## config.mk

```make
export PLATFORM = sky130hd
export DESIGN_NAME = bspiMaster
export DESIGN_NICKNAME = d
export VERILOG_FILES = /design/src/rtl/bspi_pkg.sv /design/src/rtl/bspiData.sv /design/src/rtl/bspiCtrl.sv /design/src/rtl/bspiMaster.sv
export SDC_FILE = /design/constraint.sdc
export NUM_CORES = 1
export LEC_CHECK = 0
export BUFFER_PORTS_ARGS = -buffer_cell sky130_fd_sc_hd__buf_2
export CORE_ASPECT_RATIO = 0.8
export CORE_UTILIZATION = 52
export CTS_BUF_LIST = sky130_fd_sc_hd__clkbuf_8
export CTS_CLUSTER_DIAMETER = 30
export DETAILED_ROUTE_END_ITERATION = 8
export PLACE_DENSITY = 0.93
export SLEW_MARGIN = 25
export SYNTH_ARGS = -nofsm -noshare
export SYNTH_HDL_FRONTEND = slang
export SYNTH_SLANG_ARGS = --single-unit
```

## constraint.sdc

```tcl
create_clock -name clk -period 3.2 [get_ports clk]
set_input_delay 0.16 -clock clk [delete_from_list [all_inputs] [get_ports clk]]
set_output_delay 0.16 -clock clk [all_outputs]
set_load 0.05 [all_outputs]
```

## src/rtl/bspi_pkg.sv

```systemverilog
package bspi_pkg;
  // Strobes from the sequencer to the shift datapath.
  typedef struct packed {
    logic load;    // take a new byte from the bus
    logic sample;  // rising sclk: capture the input bit
    logic shift;   // falling sclk: advance the shift register
  } dpStrobe_t;

  localparam int CTL_START_BIT = 1;
  localparam int CTL_LOOP_BIT  = 3;
endpackage

```

## src/rtl/bspiData.sv

```systemverilog
module bspiData
  import bspi_pkg::*;
#(
  parameter int WORD_W = 8
) (
  input  logic              clk,
  input  logic              rstN,
  input  dpStrobe_t         strobe,
  input  logic [WORD_W-1:0] wrByte,
  input  logic              miso,
  input  logic              loopEn,
  output logic              mosi,
  output logic [WORD_W-1:0] rxByte
);
  logic [WORD_W-1:0] shReg;
  logic              sampBit;

  assign mosi   = shReg[WORD_W-1];
  assign rxByte = shReg;

  always_ff @(posedge clk or negedge rstN) begin
    if (!rstN) begin
      shReg   <= '0;
      sampBit <= 1'b0;
    end else begin
      if (strobe.load)
        shReg <= wrByte;
      else if (strobe.shift)
        shReg <= {shReg[WORD_W-2:0], sampBit};
      if (strobe.sample)
        sampBit <= loopEn ? shReg[WORD_W-1] : miso;
    end
  end

  // a load places the written byte in the shift register
  p_load_r7: assert property (@(posedge clk) disable iff (!rstN)
    strobe.load |=> shReg == $past(wrByte));
  // the outgoing bit only moves on a load or a falling edge
  p_quiet_r5: assert property (@(posedge clk) disable iff (!rstN)
    !(strobe.load || strobe.shift) |=> $stable(shReg));
endmodule

```

## src/rtl/bspiCtrl.sv

```systemverilog
module bspiCtrl
  import bspi_pkg::*;
#(
  parameter int DIV_W   = 5,
  parameter int BIT_CNT = 8,
  parameter int CS_N    = 3
) (
  input  logic             clk,
  input  logic             rstN,
  input  logic             ctlWr,
  input  logic             dataWr,
  input  logic [31:0]      wrData,
  output dpStrobe_t        strobe,
  output logic             sclk,
  output logic             busy,
  output logic             loopEn,
  output logic [CS_N-1:0]  csLevel,
  output logic [DIV_W-1:0] divVal
);
  localparam int DIV_LSB = 32 - DIV_W;
  localparam int CNT_W   = $clog2(BIT_CNT);

  logic [DIV_W-1:0] divCnt;
  logic [CNT_W-1:0] bitCnt;
  logic             edgeNow;
  logic [CS_N-1:0]  csNext;

  always_comb begin
    for (int n = 0; n < CS_N; n++) csNext[n] = wrData[2*n];
  end

  assign edgeNow       = busy && (divCnt >= divVal);
  assign strobe.load   = dataWr && !busy;
  assign strobe.sample = edgeNow && !sclk;
  assign strobe.shift  = edgeNow && sclk;

  always_ff @(posedge clk or negedge rstN) begin
    if (!rstN) begin
      csLevel <= '1;
      loopEn  <= 1'b0;
      divVal  <= '0;
      divCnt  <= '0;
      bitCnt  <= '0;
      sclk    <= 1'b0;
      busy    <= 1'b0;
    end else begin
      if (ctlWr) begin
        csLevel <= csNext;
        loopEn  <= wrData[CTL_LOOP_BIT];
        divVal  <= wrData[31:DIV_LSB];
      end
      if (!busy) begin
        if (ctlWr && wrData[CTL_START_BIT]) begin
          busy   <= 1'b1;
          divCnt <= '0;
          bitCnt <= '0;
          sclk   <= 1'b0;
        end
      end else if (edgeNow) begin
        divCnt <= '0;
        sclk   <= ~sclk;
        if (sclk) begin
          if (bitCnt == CNT_W'(BIT_CNT - 1))
            busy <= 1'b0;
          else
            bitCnt <= bitCnt + 1'b1;
        end
      end else begin
        divCnt <= divCnt + 1'b1;
      end
    end
  end

  // serial clock rests low when idle
  p_idle_low_r4: assert property (@(posedge clk) disable iff (!rstN)
    !busy |-> !sclk);
  // a start command while idle raises busy
  p_start_r2: assert property (@(posedge clk) disable iff (!rstN)
    (ctlWr && wrData[CTL_START_BIT] && !busy) |=> busy);
  // sclk only toggles when the half-period count is reached
  p_hold_r4: assert property (@(posedge clk) disable iff (!rstN)
    (busy && !edgeNow) |=> $stable(sclk));
  // a start while busy does not rewind the bit count
  p_ignore_r8: assert property (@(posedge clk) disable iff (!rstN)
    (busy && ctlWr && !edgeNow) |=> bitCnt == $past(bitCnt));
  // selects take the written control bits
  p_cs_r3: assert property (@(posedge clk) disable iff (!rstN)
    ctlWr |=> csLevel == $past(csNext));
endmodule

```

## src/rtl/bspiMaster.sv

```systemverilog
module bspiMaster
  import bspi_pkg::*;
#(
  parameter int ADDR_W = 4,
  parameter int DIV_W  = 5
) (
  input  logic              clk,
  input  logic              rstN,
  input  logic              wrEn,
  input  logic [ADDR_W-1:0] addr,
  input  logic [31:0]       wrData,
  output logic [31:0]       rdData,
  output logic              sclk,
  output logic              mosi,
  input  logic              miso,
  output logic [2:0]        chipSel
);
  localparam int WORD_W = 8;
  localparam int PAD_W  = 32 - DIV_W - 5;

  dpStrobe_t         strobe;
  logic              busy, loopEn, ctlSel, dataSel;
  logic [DIV_W-1:0]  divVal;
  logic [WORD_W-1:0] rxByte;
  logic [31:0]       ctlWord;

  assign ctlSel  = (addr == ADDR_W'(0));
  assign dataSel = (addr == ADDR_W'(4));

  bspiCtrl #(.DIV_W(DIV_W), .BIT_CNT(WORD_W), .CS_N(3)) uCtrl (
    .clk(clk), .rstN(rstN),
    .ctlWr(wrEn && ctlSel), .dataWr(wrEn && dataSel), .wrData(wrData),
    .strobe(strobe), .sclk(sclk), .busy(busy), .loopEn(loopEn),
    .csLevel(chipSel), .divVal(divVal)
  );

  bspiData #(.WORD_W(WORD_W)) uData (
    .clk(clk), .rstN(rstN), .strobe(strobe), .wrByte(wrData[WORD_W-1:0]),
    .miso(miso), .loopEn(loopEn), .mosi(mosi), .rxByte(rxByte)
  );

  assign ctlWord = {divVal, {PAD_W{1'b0}}, chipSel[2], loopEn, chipSel[1],
                    busy, chipSel[0]};

  always_comb begin
    if (ctlSel)       rdData = ctlWord;
    else if (dataSel) rdData = {{(32-WORD_W){1'b0}}, rxByte};
    else              rdData = '0;
  end
endmodule

```

# After elaboration in Yosys (flattened, before gate mapping)
# Index checks and enable logic that the tools add are counted.
[word_totals]
elab_cells = 53
out_inout_bits = 37
reg_bits = 28
input_bits = 40
[classes]
mux = 21
order_cmp = 1
n_bitwise = 1
addsub = 2
eq_ne = 5
reduce_logical = 14
[op_table]
columns = ["operator", "count"]
rows = [
  ["two-way mux 32 bit", 1],
  ["two-way mux 8 bit", 3],
  ["two-way mux 3 bit", 5],
  ["two-way mux 5 bit", 3],
  ["two-way mux 1 bit", 9],
  ["logical AND 1 bit", 7],
  ["adder 5 x 1 -> 5 bit (second input constant)", 1],
  [">= comparator 5 bit", 1],
  ["== test 4 x 3 -> 1 bit (second input constant)", 1],
  ["zero test 4 bit", 1],
  ["inequality test 2 bit (second input constant)", 2],
  ["AND reduction 4 bit", 1],
  ["nonzero test 2 bit", 2],
  ["adder 3 x 1 -> 3 bit (second input constant)", 1],
  ["== test 3 bit (second input constant)", 1],
  ["zero test 1 bit", 2],
  ["inequality test 2 x 1 -> 1 bit (second input constant)", 1],
  ["AND reduction 2 bit", 1],
  ["NOT 1 bit", 1],
]

# Logic depth before layout (Yosys ltp)
[depth]
word_depth = 5
mapped_depth = 8
mapped_depth_nobuf = 7

# Hierarchy
# From an unflattened synthesis, not the netlist that was laid out.
[unflattened]
hier_cells = 188
hier_area_um2 = 1788.0
[modules_own_cells]
columns = ["module", "seq_area_each_um2", "instances", "area_per_inst_um2", "cells_each"]
rows = [
  ["bspiCtrl", 479.2, 1, 1036.0, 103],
  ["bspiData", 225.2, 1, 424.2, 39],
  ["bspiMaster", 0.0, 1, 327.8, 46],
]

# Least setup slack after synthesis
# OpenSTA, ideal clock, no wires.
[synth_path]
kind = "register -> register"
start = "register uCtrl.divCnt[4]"
end = "register uData.sampBit"
t_required_ns = 3.061
stages_incl_launch_ff = 8
slack_ns = 1.436
arrival_ns = 1.625
n_path_buf = 1
setup_ns = 0.139
cell_sequence = "dfrtp_1 -> ha_1 -> and2_4 -> a22o_1 -> a31o_2 -> buf_4 -> a21oi_1 -> a31oi_1"
[synth_via]
elab_chain_len = 3
[synth_lines]
columns = ["item", "line", "text"]
rows = [
  ["from (decl)", "bspiCtrl.sv:23", "logic [DIV_W-1:0] divCnt;"],
  ["from (signal assigned)", "bspiCtrl.sv:69", "divCnt <= divCnt + 1'b1;"],
  [">= comparator 5 bit", "bspiCtrl.sv:32", "assign edgeNow = busy && (divCnt >= divVal);"],
  ["logical AND 1 bit", "bspiCtrl.sv:32", ""],
  ["logical AND 1 bit", "bspiCtrl.sv:34", "assign strobe.sample = edgeNow && !sclk;"],
  ["to (signal assigned)", "bspiData.sv:31", "sampBit <= loopEn ? shReg[WORD_W-1] : miso;"],
  ["to (decl)", "bspiData.sv:16", "logic sampBit;"],
]
# No other way between the ends.
# A chain may end at the register's enable or synchronous reset.

# Worst setup path after layout
[layout_path]
start = "register uCtrl.divCnt[4]"
end = "register uCtrl.bitCnt[0]"
[layout_via]
elab_chain_len = 4
[layout_lines]
columns = ["item", "line", "text"]
rows = [
  [">= comparator 5 bit", "bspiCtrl.sv:32", ""],
  ["logical AND 1 bit", "bspiCtrl.sv:32", ""],
  ["inequality test 2 bit (no source line)", "n/a", ""],
  ["AND reduction 4 bit (no source line)", "n/a", ""],
  ["to (signal assigned)", "bspiCtrl.sv:66", "bitCnt <= bitCnt + 1'b1;"],
  ["to (decl)", "bspiCtrl.sv:24", "logic [CNT_W-1:0] bitCnt;"],
]
# No other way between the ends.

==> reports/results.txt <==
Status -> complete, no violations
RSZ-0062 raised after global routing -> false
CTS root buffer -> clkbuf_8
Post-CTS Setup Inserts -> 0
Num CTS Buffers -> 3
Flop pwr share -> 40.9%
Register area share after synthesis -> 40.83%
Layout Cells excl Fill -> 250
Design Area, Final -> 1916 um2
Final antenna-violating net count -> 0
Critical-path maximum fanout -> 11
Post-synth top area share -> 36.26%
Switch share -> 46.34%
Internal -> 850.6 uW
Buffers added on ports -> 38
First-pass GRT wire length -> 5837 um
Fmax -> 510.6 MHz
P_sw -> 734.7 uW
Comb power frac -> 46.7%
Peak VDD IR -> 0.4863 mV
Ys Warns -> 0
Setup TNS -> 0 ps
Flops & latches, synth -> 28
Leading area contributor after synthesis -> dfrtp_1
Die Ht -> 53.52 um
DP Area -> 1861 um2
EDFF count, synth -> 0
Pwr dens -> 827.6 nW/um2
Final worst-path cycle share -> 61.21%
Clock Pin Slew Worst Setup and Hold Paths -> 100 ps
Synth Cell Area -> 1725 um2
Most frequent cells in the layout -> buf_2 (38), dfrtp_1 (25), conb_1 (19)
Wirelength per Cell -> 14.68 um
Vias in the first global route -> 1289
Clock sink count -> 28
Mapped Cells -> 173
Slew @ Worst Pin -> 699.1 ps
Headroom to the max-slew limit -> 53.04%
DRC Markers -> 0
DR vias -> 1394
HPWL after DPL -> 2694 um
Initial antenna violation count -> 0
# setup viols final -> 0
# H-tree levels -> 1
Die width -> 66.40 um
Bufs on Longest Clock Path -> 2
Top_reg_cell synth -> dfrtp_1
Largest net degree at the start of global routing -> 29
Vias/cell -> 5.576
Clock latency at the later pin of the worst-skew pair -> 280 ps
Number of DRC violations after detailed-routing iteration 0 -> 78
Distinct cell type count after synthesis -> 37
Routability cong. -> 0.8420
Clock share of power -> 12.4%
Cts repair resizes -> 0
Layout cells sized above 1 -> 29.05%
Cts hold-fix bufs -> 1
CTS tree -> yes
Setup crit start kind -> flop
# diodes -> 0
Synth Area per Inst -> 9.973 um2
Site row count -> 18
Layout Skew -> 11.10 ps
Core area -> 3131 um2
Hold violation count in the final report -> 0
Setup crit end kind -> flop
Grt total ovfl -> 0
Leading post-synthesis cells by cell area -> dfrtp_1 (36%), buf_4 (9.1%), mux2_2 (5.9%)
Max Transition Viols Final -> 0
Most common cell after layout, fill and taps aside -> buf_2
Max Cap Viol -> 0
Inst Count DP -> 245
Starting Density -> 55.12%
Crit path required time -> 3420 ps
Overall routing resource usage -> 22.41%
Final min period -> 1959 ps
Worst hold slack -> 102.7 ps
P_leak -> 0.0009316 uW
IO Pins -> 77
HP Class -> in -> reg
First-pass DRT Iterations -> 4
DIE AREA -> 3554 um2
Critical path class -> reg -> reg
Nets -> 259
Routed WL -> 3669 um
Share of flip-flops with an asynchronous set or reset -> 100.0%
Synth-to-Final Area Change -> 11.02%
Crit path DAT -> 2180 ps
## logic make-up after synthesis
logic type | after synthesis | synth area share [%]
adder cells (fa/ha/maj) | 8 | 5.802
flip-flops | 28 | 40.83
AND/OR/NAND/NOR | 49 | 16.82
multiplexers | 10 | 6.454
AO/OA/AOI/OAI | 43 | 16.90
other | 1 | 0.2173
XOR/XNOR | 2 | 1.015
buffers and inverters | 32 | 11.97
## registers in the layout, indices dropped and copies added, names as in the netlist
signal         count
uCtrl.divCnt       5
uCtrl.bitCnt       3
uCtrl.csLevel      3
uCtrl.loopEn       1
uData.sampBit      1
uCtrl.busy         1
uCtrl.divVal       5
uData.rxByte       8
uCtrl.sclk         1
## critical path, cell delays in order (launching register included)
cell	delay, ps
dfrtp_1	420
ha_1	350
and2_4	170
a22o_1	150
a31oi_1	50
buf_4	180
or4_1	480
o21ai_1	90
## power by group through the flow
stage	sequential [uW]	clock, uW	combinational (uW)
global placement	640	0	695
finish	648	197	740
global route	667	210	812
detailed placement	647	0	735
floorplan	673	0	550
CTS	643	199	736
## final cells by class
class	count	area [um2]
multi-input cells	131	882.1
clock inverters	1	3.754
well taps	40	50.05
inverters	7	26.28
fillers	264	1215
flip-flops and latches	28	704.4
repair buffers	40	207.7
clock buffers	3	41.29
## final timing paths
path,cells after the start,slack (ps),from,end
max in group asynchronous,2,2350,rstN,uCtrl.divCnt[0]
setup / recovery,7,1240,uCtrl.divCnt[4],uCtrl.bitCnt[0]
hold / removal,2,100,wrData[30],uCtrl.divVal[3]
hold reg to reg,1,530,uCtrl.divVal[1],uCtrl.divVal[1]
min in group asynchronous,2,420,rstN,uCtrl.divVal[4]
setup reg to reg,7,1240,uCtrl.divCnt[4],uCtrl.bitCnt[0]
## synthesized netlist by cell type (3+ instances only)
cell and instances:
nand3_1 13, clkbuf_1 3, a31oi_1 13, and2_1 8, dfrtp_1 25, nor2_1 10
ha_1 8, o21ai_0 8, a22o_1 5, o21ai_1 6, dfstp_2 3, mux2_2 9
nand2_1 9, inv_1 7, buf_4 21
## layer usage
layer | global-route usage, % | routed length, um | vias to the layer above
met5 | 0 | 0 | -
met4 | 7.092 | 48 | 0
met3 | 4.741 | 327 | 6
met2 | 39.29 | 1750 | 81
met1 | 27.89 | 1543 | 655
li1 | - | - | 652
## stage by stage
step,utilization (%),setup slack [ps],total power [uW]
finish,61.19,1241,1585
floorplan,-,1436,1223
global placement,59.43,1314,1334
detailed placement,59.43,1254,1383
global route,61.19,1158,1689
CTS,61.19,1249,1578
No activity file was read; power rests on OpenSTA's default activity.
